`src/rtl/dbgb_pkg.sv`:
```
package dbgb_pkg;
  localparam int BYTE_W = 8;

  typedef enum logic [1:0] {
    ST_IDLE  = 2'd0,
    ST_CMD   = 2'd1,
    ST_DRAIN = 2'd2
  } issue_st_e;
endpackage

```
`src/rtl/dbgb_collect.sv`:
```
module dbgb_collect #(
  parameter int WORD_W = 32
) (
  input  logic                        clk,
  input  logic                        rst,
  input  logic                        in_valid,
  input  logic [dbgb_pkg::BYTE_W-1:0] in_data,
  output logic                        in_ready,
  input  logic                        release_i,
  output logic                        pkt_valid,
  output logic                        pkt_wr,
  output logic [WORD_W-1:0]           pkt_addr,
  output logic [WORD_W-1:0]           pkt_data
);
  localparam int BW     = dbgb_pkg::BYTE_W;
  localparam int WB     = WORD_W / BW;
  localparam int PKT_B  = 2 + 2 * WB;
  localparam int KEEP_B = PKT_B - 1;        // size byte is dropped
  localparam int IDX_W  = $clog2(PKT_B + 1);
  localparam int SREG_W = KEEP_B * BW;

  logic [SREG_W-1:0] sreg;
  logic [IDX_W-1:0]  idx;
  logic              full;

  always_ff @(posedge clk) begin
    if (rst) begin
      sreg <= '0;
      idx  <= '0;
      full <= 1'b0;
    end else begin
      if (in_valid && !full) begin
        if (idx != IDX_W'(1))
          sreg <= {in_data, sreg[SREG_W-1:BW]};
        if (idx == IDX_W'(PKT_B - 1)) begin
          idx  <= '0;
          full <= 1'b1;
        end else begin
          idx <= idx + 1'b1;
        end
      end
      if (release_i)
        full <= 1'b0;
    end
  end

  assign in_ready  = !full;
  assign pkt_valid = full;
  assign pkt_wr    = |sreg[BW-1:0];
  assign pkt_addr  = sreg[BW +: WORD_W];
  assign pkt_data  = sreg[BW+WORD_W +: WORD_W];
endmodule

```
`src/rtl/dbgb_issue.sv`:
```
module dbgb_issue #(
  parameter int                WORD_W    = 32,
  parameter int                OFFS_W    = 8,
  parameter int                CNT_W     = 32,
  parameter logic [WORD_W-1:0] CORE_ADDR = 'hF00F_0000,
  parameter logic [WORD_W-1:0] DATA_ADDR = 'hF00F_0004,
  parameter logic [OFFS_W-1:0] CORE_OFFS = 'h00,
  parameter logic [OFFS_W-1:0] DATA_OFFS = 'h04
) (
  input  logic              clk,
  input  logic              rst,
  input  logic              pkt_valid,
  input  logic              pkt_wr,
  input  logic [WORD_W-1:0] pkt_addr,
  input  logic [WORD_W-1:0] pkt_data,
  output logic              release_o,
  output logic              cmd_valid,
  output logic              cmd_wr,
  output logic [OFFS_W-1:0] cmd_addr,
  output logic [WORD_W-1:0] cmd_data,
  input  logic              cmd_ready,
  input  logic [WORD_W-1:0] rsp_word,
  output logic              ld_o,
  output logic [WORD_W-1:0] ld_word,
  input  logic              ser_busy,
  output logic              bad_addr,
  output logic [CNT_W-1:0]  txn_count
);
  import dbgb_pkg::*;

  issue_st_e st;
  logic hit_core, hit_data, hit;

  assign hit_core = (pkt_addr == CORE_ADDR);
  assign hit_data = (pkt_addr == DATA_ADDR);
  assign hit      = hit_core || hit_data;

  always_comb begin
    release_o = 1'b0;
    case (st)
      ST_IDLE:  release_o = pkt_valid && !hit;
      ST_CMD:   release_o = cmd_ready && cmd_wr;
      ST_DRAIN: release_o = !ser_busy;
      default:  release_o = 1'b0;
    endcase
  end

  assign ld_o    = (st == ST_CMD) && cmd_ready && !cmd_wr;
  assign ld_word = rsp_word;

  always_ff @(posedge clk) begin
    if (rst) begin
      st        <= ST_IDLE;
      cmd_valid <= 1'b0;
      cmd_wr    <= 1'b0;
      cmd_addr  <= '0;
      cmd_data  <= '0;
      bad_addr  <= 1'b0;
      txn_count <= '0;
    end else begin
      bad_addr <= 1'b0;
      case (st)
        ST_IDLE: begin
          if (pkt_valid) begin
            if (hit) begin
              cmd_valid <= 1'b1;
              cmd_wr    <= pkt_wr;
              cmd_addr  <= hit_core ? CORE_OFFS : DATA_OFFS;
              cmd_data  <= pkt_wr ? pkt_data : '0;
              st        <= ST_CMD;
            end else begin
              bad_addr <= 1'b1;
            end
          end
        end
        ST_CMD: begin
          if (cmd_ready) begin
            cmd_valid <= 1'b0;
            cmd_wr    <= 1'b0;
            txn_count <= txn_count + 1'b1;
            st        <= cmd_wr ? ST_IDLE : ST_DRAIN;
          end
        end
        ST_DRAIN: begin
          if (!ser_busy)
            st <= ST_IDLE;
        end
        default: st <= ST_IDLE;
      endcase
    end
  end
endmodule

```
`src/rtl/dbgb_ser.sv`:
```
module dbgb_ser #(
  parameter int WORD_W = 32
) (
  input  logic                        clk,
  input  logic                        rst,
  input  logic                        ld,
  input  logic [WORD_W-1:0]           ld_word,
  output logic                        out_valid,
  output logic [dbgb_pkg::BYTE_W-1:0] out_data,
  input  logic                        out_ready,
  output logic                        busy
);
  localparam int BW   = dbgb_pkg::BYTE_W;
  localparam int NB   = WORD_W / BW;
  localparam int CW   = $clog2(NB + 1);

  logic [WORD_W-1:0] word;
  logic [CW-1:0]     left;
  logic              vld;

  always_ff @(posedge clk) begin
    if (rst) begin
      word <= '0;
      left <= '0;
      vld  <= 1'b0;
    end else if (ld) begin
      word <= ld_word;
      left <= CW'(NB);
      vld  <= 1'b1;
    end else if (vld && out_ready) begin
      word <= word >> BW;
      left <= left - 1'b1;
      if (left == CW'(1))
        vld <= 1'b0;
    end
  end

  assign out_valid = vld;
  assign out_data  = word[BW-1:0];
  assign busy      = vld;
endmodule

```
`src/rtl/dbg_pkt_bridge.sv`:
```
module dbg_pkt_bridge #(
  parameter int                WORD_W    = 32,
  parameter int                OFFS_W    = 8,
  parameter int                CNT_W     = 32,
  parameter logic [WORD_W-1:0] CORE_ADDR = 'hF00F_0000,
  parameter logic [WORD_W-1:0] DATA_ADDR = 'hF00F_0004,
  parameter logic [OFFS_W-1:0] CORE_OFFS = 'h00,
  parameter logic [OFFS_W-1:0] DATA_OFFS = 'h04
) (
  input  logic              clk,
  input  logic              rst,
  input  logic              in_valid,
  input  logic [7:0]        in_data,
  output logic              in_ready,
  output logic              cmd_valid,
  output logic              cmd_wr,
  output logic [OFFS_W-1:0] cmd_addr,
  output logic [WORD_W-1:0] cmd_data,
  input  logic              cmd_ready,
  input  logic [WORD_W-1:0] rsp_data,
  output logic              out_valid,
  output logic [7:0]        out_data,
  input  logic              out_ready,
  output logic              bad_addr,
  output logic [CNT_W-1:0]  txn_count
);
  logic              pkt_valid, pkt_wr, rel, ld, ser_busy;
  logic [WORD_W-1:0] pkt_addr, pkt_data, ld_word;

  dbgb_collect #(.WORD_W(WORD_W)) u_collect (
    .clk(clk), .rst(rst),
    .in_valid(in_valid), .in_data(in_data), .in_ready(in_ready),
    .release_i(rel),
    .pkt_valid(pkt_valid), .pkt_wr(pkt_wr),
    .pkt_addr(pkt_addr), .pkt_data(pkt_data)
  );

  dbgb_issue #(
    .WORD_W(WORD_W), .OFFS_W(OFFS_W), .CNT_W(CNT_W),
    .CORE_ADDR(CORE_ADDR), .DATA_ADDR(DATA_ADDR),
    .CORE_OFFS(CORE_OFFS), .DATA_OFFS(DATA_OFFS)
  ) u_issue (
    .clk(clk), .rst(rst),
    .pkt_valid(pkt_valid), .pkt_wr(pkt_wr),
    .pkt_addr(pkt_addr), .pkt_data(pkt_data),
    .release_o(rel),
    .cmd_valid(cmd_valid), .cmd_wr(cmd_wr),
    .cmd_addr(cmd_addr), .cmd_data(cmd_data),
    .cmd_ready(cmd_ready), .rsp_word(rsp_data),
    .ld_o(ld), .ld_word(ld_word), .ser_busy(ser_busy),
    .bad_addr(bad_addr), .txn_count(txn_count)
  );

  dbgb_ser #(.WORD_W(WORD_W)) u_ser (
    .clk(clk), .rst(rst),
    .ld(ld), .ld_word(ld_word),
    .out_valid(out_valid), .out_data(out_data), .out_ready(out_ready),
    .busy(ser_busy)
  );
endmodule

```
`config.mk`:
```
export PLATFORM = sky130hd
export DESIGN_NAME = dbg_pkt_bridge
export DESIGN_NICKNAME = d
export VERILOG_FILES = /design/src/rtl/dbgb_pkg.sv /design/src/rtl/dbgb_collect.sv /design/src/rtl/dbgb_issue.sv /design/src/rtl/dbgb_ser.sv /design/src/rtl/dbg_pkt_bridge.sv
export SDC_FILE = /design/constraint.sdc
export NUM_CORES = 1
export LEC_CHECK = 0
export CORE_ASPECT_RATIO = 1.4
export CORE_UTILIZATION = 25
export CTS_CLUSTER_DIAMETER = 120
export DETAILED_ROUTE_END_ITERATION = 16
export GPL_TIMING_DRIVEN = 0
export SLEW_MARGIN = 20
export SYNTH_ARGS = -nofsm -noshare
export SYNTH_HDL_FRONTEND = slang
export SYNTH_HIERARCHICAL = 1
export SYNTH_SLANG_ARGS = --single-unit
```
`constraint.sdc`:
```
create_clock -name clk -period 1.7 [get_ports clk]
set_input_delay 0.255 -clock clk [delete_from_list [all_inputs] [get_ports clk]]
set_output_delay 0.255 -clock clk [all_outputs]
set_load 0.02 [all_outputs]
```
==> summary.md <==
| Metric | Value |
|---|---|
| Setup_tns | `-2.210 ns` |
| Mapped Cells | `932` |
| Share of power burned in registers | `49.0%` |
| Fmax | `0.5326 GHz` |
| Async S/R FF share, synth | `0%` |
| TritonRoute pass-1 iters | `4` |
| Post-route ant nets | `0` |
| Final WS setup | `-0.1777 ns` |
| Area growth syn-to-layout | `31.30%` |
| Die W | `159.9 um` |
| Reg2reg path depth | `8` |
| I/O pin cnt | `130` |
| Combinational power share | `6.0%` |
| Status | `finished, violations left` |
| Die area | `0.03568 mm2` |
| Total CTS buffers | `17` |
| Vias per cell | `4.348` |
| Placed insts | `1,478` |
| IO Port Bufs | `89` |
| Post-DR wirelength/cell | `14.43 um` |
| Hold path cells | `3` |
| Max Slew Vio Count | `0` |
| Commonest cells in the netlist | `183 x dfxtp_1, 125 x nand2_1, 114 x buf_4, 105 x mux2i_1, 80 x nand2b_1` |
| Switching share of power | `24.89%` |
| Total power | `8.781 mW` |
| Yosys cell types | `56` |
| Syn_area_per_cell | `9.367 um2` |
| Synth warn | `6` |
| Most used DFF post-synth | `dfxtp_1` |
| Max cap viols | `0` |
| Layout cell share with drive strength beyond 1 | `30.08%` |
| # H-tree levels | `4` |
| Peak VDD IR | `565.5 uV` |
| HP Class | `input port to flop` |
| CTS tree | `yes` |
| Post-Syn Area | `0.008730 mm2` |
| P_int | `6.596 mW` |
| GPL Wtd Cong | `0.7913` |
| Clk sinks | `183` |
| Clock Power Share | `45.0%` |
| Vias in the first global route | `6,639` |
| Top cells by area, synth | `dfxtp_1 42%, mux2i_1 12%, buf_4 9.8%, nand2b_1 5.7%, nand2_1 5.4%` |
| Clock skew | `0.02004 ns` |
| Register area share after synthesis | `41.97%` |
| GRT Util Overall | `12.60%` |
| Largest net degree at the start of global routing | `19` |
| Switching power | `2.185 mW` |
| Setup repair after global routing missed its margin | `true` |
| Drt drc | `0` |
| Post-Layout Cell Count | `1,528` |
| Final worst path period share | `110.5%` |
| Antenna Cells | `0` |
| Worst-path clk slew | `0.07 ns` |
| # rows | `80` |
| Post-Route WL | `22,050 um` |
| Failing checks | `negative setup slack` |
| Count leader, synth | `dfxtp_1` |
| Vias | `6,644` |
| Die height | `223.1 um` |
| Worst-skew pair later-pin latency | `0.45 ns` |
| Finished Core Util | `33.48%` |
| Nets | `1,112` |
| Final setup fails | `34` |
| Drt initial violations | `241` |
| Post-synth top area share | `41.97%` |
| Final hold viol count | `0` |
| Core box area | `0.03423 mm2` |
| First-pass GRT wire length | `35,330 um` |
| Relative slew slack | `45.70%` |
| CTS max path bufs | `2` |
| Max Fanout on Critical Path | `4` |
| #FFs+latches synth | `183` |
| Crit end category | `flop` |
| Req. time, crit path | `2.08 ns` |
| Worst slew pin tran | `0.8145 ns` |
| Crit path time final | `1.878 ns` |
| Crit Path Class | `flop to flop` |
| Initial Utilization | `25.50%` |
| PD cells | `766.1 mW/mm2` |
| Synth area leader | `dfxtp_1` |
| EDFF count, synth | `0` |
| Initial antenna violation count | `0` |
| Worst setup SP type | `flop` |
| Overflow after GRT | `0` |
| Final HPWL from detailed placement | `16,170 um` |
| WP data arrival | `2.25 ns` |
| P_leak | `4.809 nW` |
| Root buffer cell | `clkbuf_16` |
==> worst max-delay path, cell delays in order, from the launching register on <==
cell and delay (ns):
dfxtp_4 0.35, and4b_1 0.30, buf_6 0.12, nand4_1 0.16, buf_4 0.20, buf_8 0.12, buf_4 0.14, or3_1 0.30
a21oi_1 0.12
==> cell type report <==
type                            count  area (um2)
Fill cell                        3556       22770
Multi-Input combinational cell    574        4098
Sequential cell                   183        3769
Timing Repair Buffer              128        1234
Buffer                            148        1166
Tap cell                          451       564.3
Clock buffer                       20       456.7
Clock inverter                     12       130.1
Inverter                           12       45.04
==> worst paths after layout <==
path              slack, ns                                 end                               from
setup reg to reg      -0.18  u_issue/txn_count[18]$_SDFFE_PP0P_         u_issue/st[1]$_SDFFE_PP0P_
setup / recovery      -0.18  u_issue/txn_count[18]$_SDFFE_PP0P_         u_issue/st[1]$_SDFFE_PP0P_
hold / removal         0.07         u_ser/word[29]$_SDFFE_PP0P_                       rsp_data[29]
hold reg to reg        0.46   u_issue/cmd_data[19]$_SDFFE_PP0P_  u_issue/cmd_data[19]$_SDFFE_PP0P_
==> flip-flops by register name (all words and copies together) (netlist names) <==
name,count
u_collect/sreg,72
u_issue/cmd_data,32
u_issue/txn_count,32
u_ser/word,32
u_collect/idx,4
u_ser/left,3
u_issue/st,2
u_collect/pkt_valid,1
u_issue/bad_addr,1
u_issue/cmd_addr,1
u_issue/cmd_valid,1
u_issue/cmd_wr,1
u_ser/busy,1
==> per-layer routing <==
layer,track usage [%],vias to the layer above,share of wire [%]
met2,22.48,124,52
li1,-,3365,-
met4,4.885,0,1.7
met5,0,-,0
met1,14.52,3128,44
met3,2.770,27,3.1
==> power by group through the flow <==
stage | clock, mW | sequential (mW) | combinational, mW
3_3_place_gp | 0 | 4.41 | 0.525
6_report | 3.95 | 4.31 | 0.526
2_1_floorplan | 0 | 4.40 | 0.413
3_5_place_dp | 0 | 4.41 | 0.527
5_1_grt | 4.24 | 4.31 | 0.562
4_1_cts | 4.09 | 4.31 | 0.532
==> cell families (layout without fill, tap and decap cells) <==
| group | Yosys count | in the layout | share of synthesized area, % |
|---|---|---|---|
| muxes | 105 | 105 | 12.04 |
| DFF | 183 | 183 | 41.97 |
| buffers and inverters | 181 | 320 | 14.48 |
| xor gates and xnor gates | 12 | 12 | 1.204 |
| adders and majority gates | 3 | 3 | 0.4300 |
| and+or+nand+nor | 351 | 351 | 20.93 |
| other | 1 | 7 | 0.04296 |
| AOI/OAI and AO/OA | 96 | 96 | 8.915 |
==> placed cells by master, fill, tap and decap left out, types with 5 or more instances in the layout <==
master,count
or4_4,10
nand2b_1,80
inv_6,7
o31ai_1,9
inv_1,9
dlymetal6s2s_1,22
nor2_1,39
buf_2,7
nand4_1,13
buf_6,14
clkdlybuf4s50_1,21
a311oi_1,5
dfxtp_4,18
or3_1,7
clkbuf_1,18
a21oi_1,25
a21oi_2,11
a311oi_2,19
buf_12,9
xor2_1,7
o21ai_0,7
buf_4,126
clkbuf_2,7
dfxtp_1,135
conb_1,7
nand2_1,125
mux2i_1,105
nand2_2,10
dlygate4sd2_1,46
nand3_1,22
or4_1,7
dfxtp_2,30
clkbuf_16,17
==> metrics by stage <==
stage                     setup WS, ns  instance area, um2  hold slack, ns
after floorplan               -0.03555                8856          0.4107
after global placement         -0.8434               10310          0.4479
after detailed placement       -0.8530               10310          0.4449
after CTS                      -0.1475               11250         0.04888
after global routing           -0.2240               11460         0.05749
final                          -0.1777               11460         0.07377
==> what timing repair did <==
action	CTS	global route
hold endpoints to repair	4	0
resized for setup	102	83
hold buffers	1	0
buffers inserted	23	11
pin swaps	33	28
setup endpoints to repair	141	105
cloned	5	0
(Power assumes the default switching activity.)
